### src/rtl/sysctl_pkg.sv
package sysctl_pkg;
    localparam int DATA_W    = 32;
    localparam int CFG_COUNT = 8;
    localparam int DLL_W     = 8;

    typedef enum logic [3:0] {
        SEL_CFG0, SEL_CFG1, SEL_CFG2, SEL_CFG3,
        SEL_CFG4, SEL_CFG5, SEL_CFG6, SEL_CFG7,
        SEL_DLL, SEL_AID, SEL_ID, SEL_NONE
    } reg_sel_e;

    typedef struct packed {
        logic [CFG_COUNT-1:0][DATA_W-1:0] cfg;
        logic [DLL_W-1:0]                 dll_mask;
        logic                             remap;
    } bank_state_t;

    function automatic logic variant_is_a(input logic [11:0] v);
        return (v == 12'h524) || (v == 12'h547) || (v == 12'h536);
    endfunction

    function automatic logic cfg_present(input int idx, input logic [11:0] v);
        case (idx)
            2, 5:    return variant_is_a(v);
            3:       return !variant_is_a(v);
            6:       return (v == 12'h524) || (v == 12'h536);
            7:       return (v == 12'h536);
            default: return 1'b1;
        endcase
    endfunction
endpackage

### src/rtl/sysctl_addr_decode.sv
module sysctl_addr_decode
    import sysctl_pkg::*;
#(
    parameter int ADDR_W = 12
) (
    input  logic [ADDR_W-1:0] paddr,
    input  logic [11:0]       variant,
    output reg_sel_e          sel,
    output logic              present
);
    localparam int WORD_W = ADDR_W - 2;
    localparam logic [WORD_W-1:0] W_DLL = WORD_W'(12'h100 >> 2);
    localparam logic [WORD_W-1:0] W_AID = WORD_W'(12'hFF8 >> 2);
    localparam logic [WORD_W-1:0] W_ID  = WORD_W'(12'hFFC >> 2);

    logic [WORD_W-1:0]    word;
    logic [CFG_COUNT-1:0] cfg_hit;
    logic [CFG_COUNT-1:0] cfg_ok;

    assign word = paddr[ADDR_W-1:2];

    for (genvar g = 0; g < CFG_COUNT; g++) begin : g_cfg
        assign cfg_hit[g] = (word == WORD_W'(g));
        assign cfg_ok[g]  = cfg_present(g, variant);
    end

    always_comb begin
        sel     = SEL_NONE;
        present = 1'b0;
        for (int i = 0; i < CFG_COUNT; i++) begin
            if (cfg_hit[i]) begin
                sel     = reg_sel_e'(i);
                present = cfg_ok[i];
            end
        end
        if (word == W_DLL) begin
            sel = SEL_DLL; present = 1'b1;
        end else if (word == W_AID) begin
            sel = SEL_AID; present = 1'b1;
        end else if (word == W_ID) begin
            sel = SEL_ID;  present = 1'b1;
        end
    end
endmodule

### src/rtl/sysctl_dll_status.sv
module sysctl_dll_status
    import sysctl_pkg::*;
(
    input  logic [DLL_W-1:0]  mask,
    input  logic [DLL_W-1:0]  locked,
    output logic [DATA_W-1:0] word
);
    logic all_locked;

    assign all_locked = &(locked | ~mask);
    assign word = {mask, locked, {(DATA_W-2*DLL_W-1){1'b0}}, all_locked};
endmodule

### src/rtl/sysctl_regbank.sv
module sysctl_regbank
    import sysctl_pkg::*;
#(
    parameter int          ADDR_W     = 12,
    parameter int          NUM_LEDS   = 8,
    parameter logic [31:0] ID_VALUE   = 32'h4104_5110,
    parameter logic [31:0] AID_VALUE  = 32'h0000_0000,
    parameter logic [31:0] CFG4_VALUE = 32'h0000_0000,
    parameter logic [31:0] CFG0_RESET = 32'h0000_0000,
    parameter logic [7:0]  DLL_LOCKED = 8'hFF
) (
    input  logic              clk,
    input  logic              rst_n,
    input  logic              psel,
    input  logic              penable,
    input  logic              pwrite,
    input  logic [ADDR_W-1:0] paddr,
    input  logic [31:0]       pwdata,
    output logic [31:0]       prdata,
    output logic              remap_o,
    output logic [NUM_LEDS-1:0] led_o
);
    localparam logic [11:0] VARIANT    = ID_VALUE[15:4];
    localparam logic        LEGACY_OUT = (VARIANT != 12'h536);

    function automatic bank_state_t reset_state();
        bank_state_t s;
        s          = '0;
        s.cfg[0]   = CFG0_RESET;
        s.dll_mask = '1;
        s.remap    = LEGACY_OUT ? CFG0_RESET[0] : 1'b0;
        return s;
    endfunction

    bank_state_t       state_d, state_q;
    reg_sel_e          sel;
    logic              present;
    logic              wr_en;
    logic [DATA_W-1:0] dll_word;

    sysctl_addr_decode #(.ADDR_W(ADDR_W)) u_decode (
        .paddr   (paddr),
        .variant (VARIANT),
        .sel     (sel),
        .present (present)
    );

    sysctl_dll_status u_dll (
        .mask   (state_q.dll_mask),
        .locked (DLL_LOCKED),
        .word   (dll_word)
    );

    assign wr_en = psel && penable && pwrite && present;

    always_comb begin
        state_d = state_q;
        if (wr_en) begin
            case (sel)
                SEL_CFG0: begin
                    state_d.cfg[0] = pwdata;
                    if (LEGACY_OUT) state_d.remap = pwdata[0];
                end
                SEL_CFG1: state_d.cfg[1] = pwdata;
                SEL_CFG2: state_d.cfg[2] = pwdata;
                SEL_CFG5: state_d.cfg[5] = pwdata;
                SEL_CFG6: state_d.cfg[6] = pwdata;
                SEL_CFG7: state_d.cfg[7] = pwdata;
                SEL_DLL:  state_d.dll_mask = pwdata[31:24];
                default:  ;
            endcase
        end
    end

    always_ff @(posedge clk or negedge rst_n) begin
        if (!rst_n) state_q <= reset_state();
        else        state_q <= state_d;
    end

    always_comb begin
        prdata = '0;
        if (psel && !pwrite && present) begin
            case (sel)
                SEL_CFG0, SEL_CFG1, SEL_CFG2, SEL_CFG5,
                SEL_CFG6, SEL_CFG7: prdata = state_q.cfg[sel[2:0]];
                SEL_CFG4: prdata = CFG4_VALUE;
                SEL_DLL:  prdata = dll_word;
                SEL_AID:  prdata = AID_VALUE;
                SEL_ID:   prdata = ID_VALUE;
                default:  prdata = '0;
            endcase
        end
    end

    assign remap_o = state_q.remap;
    assign led_o   = LEGACY_OUT ? state_q.cfg[1][NUM_LEDS-1:0] : '0;
endmodule

### config.mk
export PLATFORM = sky130hd
export DESIGN_NAME = sysctl_regbank
export DESIGN_NICKNAME = d
export VERILOG_FILES = /design/src/rtl/sysctl_pkg.sv /design/src/rtl/sysctl_addr_decode.sv /design/src/rtl/sysctl_dll_status.sv /design/src/rtl/sysctl_regbank.sv
export SDC_FILE = /design/constraint.sdc
export NUM_CORES = 1
export LEC_CHECK = 0
export ABC_AREA = 1
export BUFFER_PORTS_ARGS = -buffer_cell sky130_fd_sc_hd__buf_2
export CELL_PAD_IN_SITES_DETAIL_PLACEMENT = 0
export CELL_PAD_IN_SITES_GLOBAL_PLACEMENT = 1
export CORE_UTILIZATION = 45
export CTS_BUF_LIST = sky130_fd_sc_hd__clkbuf_4 sky130_fd_sc_hd__clkbuf_8
export DETAILED_ROUTE_END_ITERATION = 8
export GPL_ROUTABILITY_DRIVEN = 0
export GPL_TIMING_DRIVEN = 0
export PLACE_DENSITY_LB_ADDON = 0.1
export SLEW_MARGIN = 0
export SYNTH_ARGS = -nofsm -noshare
export SYNTH_HDL_FRONTEND = slang
export SYNTH_SLANG_ARGS = --single-unit
### constraint.sdc
create_clock -name clk -period 2.1 [get_ports clk]
set_clock_uncertainty 0.1 [all_clocks]
set_input_delay 0.105 -clock clk [delete_from_list [all_inputs] [get_ports clk]]
set_output_delay 0.105 -clock clk [all_outputs]
set_load 0.01 [all_outputs]
Word level (Yosys, flattened, before mapping)
Cells that the tools add are included.

Bits in registers: 201. Input bits: 49. Output and inout bits: 41. Logic and storage cells: 68.

Magnitude comparators: 1. Equal/unequal tests: 17. Multiplexer cells: 26. Reduce and logical (&&, ||, !) cells: 16.

Operators by type and width (count): $bmux 32 s3 (1); $pmux 32 s3 (1); $mux 32 (2); $mux 4 (11); $eq 10x3->1 const B (4); $eq 10x10->1 const B (2); $eq 10x2->1 const B (2); $reduce_and 2->1 (7); $eq 4x3->1 const B (3); $mux 1 (11); $eq 10x1->1 const B (1); $eq 10x7->1 const B (1); $logic_not 10->1 (1); $eq 4x4->1 const B (2); $reduce_or 6->1 (1); $logic_and 1x1->1 (5); $eq 4x1->1 const B (1); $eq 4x2->1 const B (1); $logic_not 4->1 (1); $lt 3x4->1 const B (1); $logic_not 1->1 (1).

Logic depth before layout (Yosys ltp)
Depth in word-level cells: 16. Depth in mapped cells: 16. Gate-level depth less buffers: 15.

Modules after synthesis
From an unflattened synthesis, not the netlist that was laid out.

Cells, all modules: 1647. Area total of the unflattened synthesis: 11190.7 um2.

Modules (own cells, without submodules): sysctl_regbank (instances 1, cells an instance 1501, area an instance 10417.5 um2, seq. area each 5014.8 um2); sysctl_addr_decode (instances 1, cells an instance 86, area an instance 427.9 um2, seq. area each 0.0 um2); sysctl_dll_status (instances 1, cells an instance 60, area an instance 345.3 um2, seq. area each 0.0 um2).

Worst setup path before layout
Ideal clock, no wire load.

Kind: in2out. Start: in paddr[5]. End: out prdata[12]. Arrival time: 1.440 ns. Required time: 1.895 ns. Slack: 0.455 ns. Stages on the path: 15. Buffers on the path: 2. Cells stage by stage: nor2_2 inv_1 nor2_1 nand2_2 nand2_4 nand2_1 nand2_2 buf_6 buf_4 nand2_1 nand2_1 nand2_1 nand2_1 nand3_1 a21oi_1.

Cells in the longest elaborated chain, start to end: 16. Elaborated cells on any way between the ends: 47. Those cells by class: eq/ne: 17; mux: 26; reduce/logical: 4.

Ends and longest elaborated chain: start, declared (line sysctl_regbank.sv:17) `input logic [ADDR_W-1:0] paddr,`; $logic_not 10->1 (line sysctl_addr_decode.sv:23) `assign cfg_hit[g] = (word == WORD_W'(g));`; $mux 4 (8 in series) (line sysctl_addr_decode.sv:31) `if (cfg_hit[i]) begin`; $mux 4 (line sysctl_addr_decode.sv:40) `end else if (word == W_ID) begin`; $mux 4 (line sysctl_addr_decode.sv:38) `end else if (word == W_AID) begin`; $mux 4 (line sysctl_addr_decode.sv:36) `if (word == W_DLL) begin`; $bmux 32 s3 (tied with other cells) (line sysctl_regbank.sv:85) `SEL_CFG6, SEL_CFG7: prdata = state_q.cfg[sel[2:0]];`; $mux 32 (implied by the code) or $reduce_or 6->1 (tied branches) (line sysctl_regbank.sv:85, sysctl_regbank.sv:83); $pmux 32 s3 (line sysctl_regbank.sv:83) `case (sel)`; $mux 32 * (line sysctl_regbank.sv:82) `if (psel && !pwrite && present) begin`; end, declared (line sysctl_regbank.sv:19) `output logic [31:0] prdata,`.

Every way passes the cells marked *; elsewhere a longest branch is shown, timed or not. The select of a mux whose other input is x is not followed.

Worst setup path in the final report
Start: in paddr[11]. End: out prdata[26].

The elaborated chain is that of the path after synthesis.

==> metrics.md <==
| Metric | Value |
|---|---|
| Synthesized netlist cell count | `819` |
| Highest routed layer | `met4` |
| Final WS setup | `-34.26 ps` |
| GR Overflow Total | `0` |
| Critical R2R Launch | `state_q[3]` |
| Combinational Power Share | `5.0%` |
| Cell breakdown of the critical path | `buf_6 -> inv_2 -> nand2_4 -> inv_1 -> nand2_2 -> o21a_1 -> nand2_4 -> buf_8 -> buf_8 -> buf_12 -> o21ai_0 -> nand2_1 -> o211ai_1 -> nand2_1 -> nand2_1 -> nand2_1 -> buf_2` |
| Number of port buffers | `87` |
| Placement row count | `45` |
| Syn nets | `868` |
| RSZ-0062 raised after global routing | `yes` |
| Crit path launch type | `primary input` |
| Metal3 WL | `719 microns` |
| Share of layout cells above drive strength 1 | `33.00%` |
| Tmin final | `2134 ps` |
| Area delta synth->final | `30.85%` |
| Met2 WL | `9357 microns` |
| Status | `finished, violations left` |
| Worst-path clk slew | `80 ps` |
| Min-Delay Path Class | `in -> async` |
| Total net switching power | `0.001203 W` |
| First-pass GRT wire length | `29,200 microns` |
| CTS root buf | `clkbuf_8` |
| P_leak | `4.892 nW` |
| Number of global-route vias before repair | `5,511` |
| Clock Path Buffers | `2` |
| Worst Path Max Fanout | `6` |
| Seq cells post-synth | `146` |
| Starting Density | `46.17%` |
| Die span in x | `127.1 microns` |
| Final hold violation count | `0` |
| Seq/Total Area, Yosys | `52.00%` |
| GRT Util Overall | `24.13%` |
| DRT met1 WL | `8387 microns` |
| Int Pwr | `0.004421 W` |
| Final nets | `1,037` |
| Total power draw | `0.005625 W` |
| Dpl ws | `-227.2 ps` |
| WP data required | `1890 ps` |
| Most common cell on crit path | `nand2_1` |
| HPWL Detailed | `12,460 microns` |
| Peak supply drop | `0.4514 mV` |
| CP top delay family | `buffers and inverters` |
| Slew Limit Fails | `0` |
| Clk Latency, worst-skew pair | `440 ps` |
| Fmax | `0.4685 GHz` |
| CTS H-tree depth | `4` |
| WP buf/inv | `7` |
| Core footprint | `15,260 sq um` |
| Die H | `127.1 microns` |
| Wirelength per Cell | `15.42 microns` |
| WHS | `86.94 ps` |
| Slowest stage delay, CP | `240 ps` |
| DRC Markers | `0` |
| R2R cell count | `2` |
| R2r endpoint | `state_q[3]` |
| N_diodes | `0` |
| Ports | `90` |
| Reg power frac | `50.0%` |
| Drt initial violations | `436` |
| Violated checks | `negative setup slack` |
| Final worst path period share | `101.6%` |
| ANT nets after route | `0` |
| TritonCTS Buffers | `17` |
| Ys Warns | `0` |
| Power per cell area | `610.1 nW/um^2` |
| Critical path capture point type | `output pin` |
| Final setup violation count | `1` |
| Worst-Margin Slew | `631.1 ps` |
| CP max-delay cell | `o21ai_0` |
| Switch share | `21.39%` |
| Relative slew slack | `57.92%` |
| Post-Syn Area | `7046 sq um` |
| Initial antenna violation count | `0` |
| Maxcap violations | `0` |
| Sum Neg Setup Slack | `-34.26 ps` |
| Critical Path AT | `1930 ps` |
| Clk sinks | `146` |
| Die ar. | `16,160 sq um` |
| Vias/cell | `4.762` |
| FF-to-FF setup slack | `1220 ps` |
| First-pass DRT Iterations | `4` |
| DR vias | `5,767` |
| Clock power frac | `45.1%` |
| Final wirelength | `18,670 microns` |
| Largest net degree at the start of global routing | `94` |
| Library cells used by synthesis | `34` |
| Synthesized area per cell | `8.603 sq um` |
| Worst Setup Path Type | `in -> out` |
| CTS tree | `built` |
[logic make-up after synthesis]
logic type,after synthesis,synth area share [%]
compound gates,154,15.06
flops,146,52.00
simple gates,330,20.44
buf+inv,189,12.50
[worst max-delay path by stage]
stage                         start          end  slack, ps  cells after the start
after floorplan            paddr[5]   prdata[12]        460                     15
after global placement        rst_n  state_q[74]      -1210                      1
after detailed placement  paddr[10]   prdata[25]       -230                     17
after CTS                  paddr[8]   prdata[24]        -40                     15
after global routing      paddr[11]   prdata[26]       -170                     17
final                     paddr[11]   prdata[26]        -30                     17
[synth_stat cells, drive strengths merged]
master,count,area (sq um)
nor3,1,16.27
dfrtp,138,3453
o211ai,8,60.06
o221ai,7,61.31
nand3,17,97.60
dfstp,8,210.2
clkbuf,76,285.3
nand4,5,37.53
nand2,260,1056
or2,9,56.31
nor2,37,168.9
o22ai,4,25.02
buf,37,307.8
nand3b,1,7.510
a21oi,19,106.4
inv,76,287.8
o21a,1,7.510
o21ai,115,800.8
[power groups by stage]
stage	logic [W]	registers [W]	clock network, W
after CTS	0.000254	0.00281	0.00260
final	0.000279	0.00281	0.00254
after global routing	0.000309	0.00281	0.00273
after global placement	0.000183	0.00287	0
after floorplan	0.0000648	0.00287	0
after detailed placement	0.000196	0.00286	0
[placed cells by master (no fill, tap or decap), types with 2 or more instances in the layout]
| cell | instances |
|---|---|
| dfstp_2 | 8 |
| a21oi_1 | 16 |
| buf_2 | 80 |
| nor2_4 | 9 |
| nand3_2 | 3 |
| nor2_1 | 24 |
| o221ai_2 | 3 |
| nand4_1 | 4 |
| o22ai_1 | 4 |
| dfrtp_1 | 138 |
| o211ai_1 | 8 |
| inv_6 | 2 |
| dlygate4sd3_1 | 33 |
| inv_2 | 10 |
| or2_2 | 4 |
| clkbuf_4 | 4 |
| nand3_1 | 13 |
| a21oi_2 | 2 |
| clkbuf_1 | 75 |
| nor2_2 | 4 |
| buf_12 | 2 |
| buf_8 | 8 |
| buf_6 | 21 |
| or2_1 | 3 |
| o21ai_2 | 62 |
| o21ai_0 | 40 |
| o21ai_1 | 13 |
| nand2_1 | 232 |
| clkbuf_16 | 3 |
| bufinv_16 | 5 |
| inv_1 | 59 |
| clkinv_2 | 3 |
| nand2_2 | 7 |
| nand2_4 | 21 |
| o221ai_1 | 4 |
| clkbuf_8 | 19 |
| buf_4 | 35 |
| inv_4 | 5 |
[registers in the layout (all words and copies together) (netlist names)]
signal and count:
led_o 8, state_q 138
[worst register-to-register path, stage by stage, from the launching register on]
cell and delay [ps]:
dfstp_2 540, nand2_1 50, o21ai_0 110
[cell type report]
| cell class | count | area, sq um |
|---|---|---|
| clock buffers | 21 | 276.5 |
| well taps | 211 | 264.0 |
| inverters | 76 | 307.8 |
| flip-flops and latches | 146 | 3664 |
| plain buffers | 112 | 648.1 |
| clock inverters | 10 | 181.4 |
| multi-input cells | 484 | 2695 |
| repair buffers | 151 | 1182 |
| fillers | 1339 | 6040 |
[layer usage]
layer / vias to the layer above / GRT usage (%)
met2: 109 / 40.05
met5: - / 0
li1: 2849 / -
met3: 14 / 4.564
met1: 2795 / 32.18
met4: 0 / 7.353
[through the flow]
step / utilization, % / area, sq um / instances
finish: 60.42 / 9219 / 1211
floorplan: - / 7046 / 819
detailed placement: 50.98 / 7779 / 1118
global placement: 50.76 / 7745 / 1117
CTS: 57.69 / 8802 / 1193
global route: 60.42 / 9219 / 1211
[what timing repair did]
action,CTS,global route
hold buffers,33,0
endpoints found under the setup margin,32,32
buffers inserted,10,16
gates cloned,1,3
gates resized for setup,34,70
pin swaps,12,33
endpoints found under the hold margin,125,0
No activity file was read; power rests on OpenSTA's default activity.
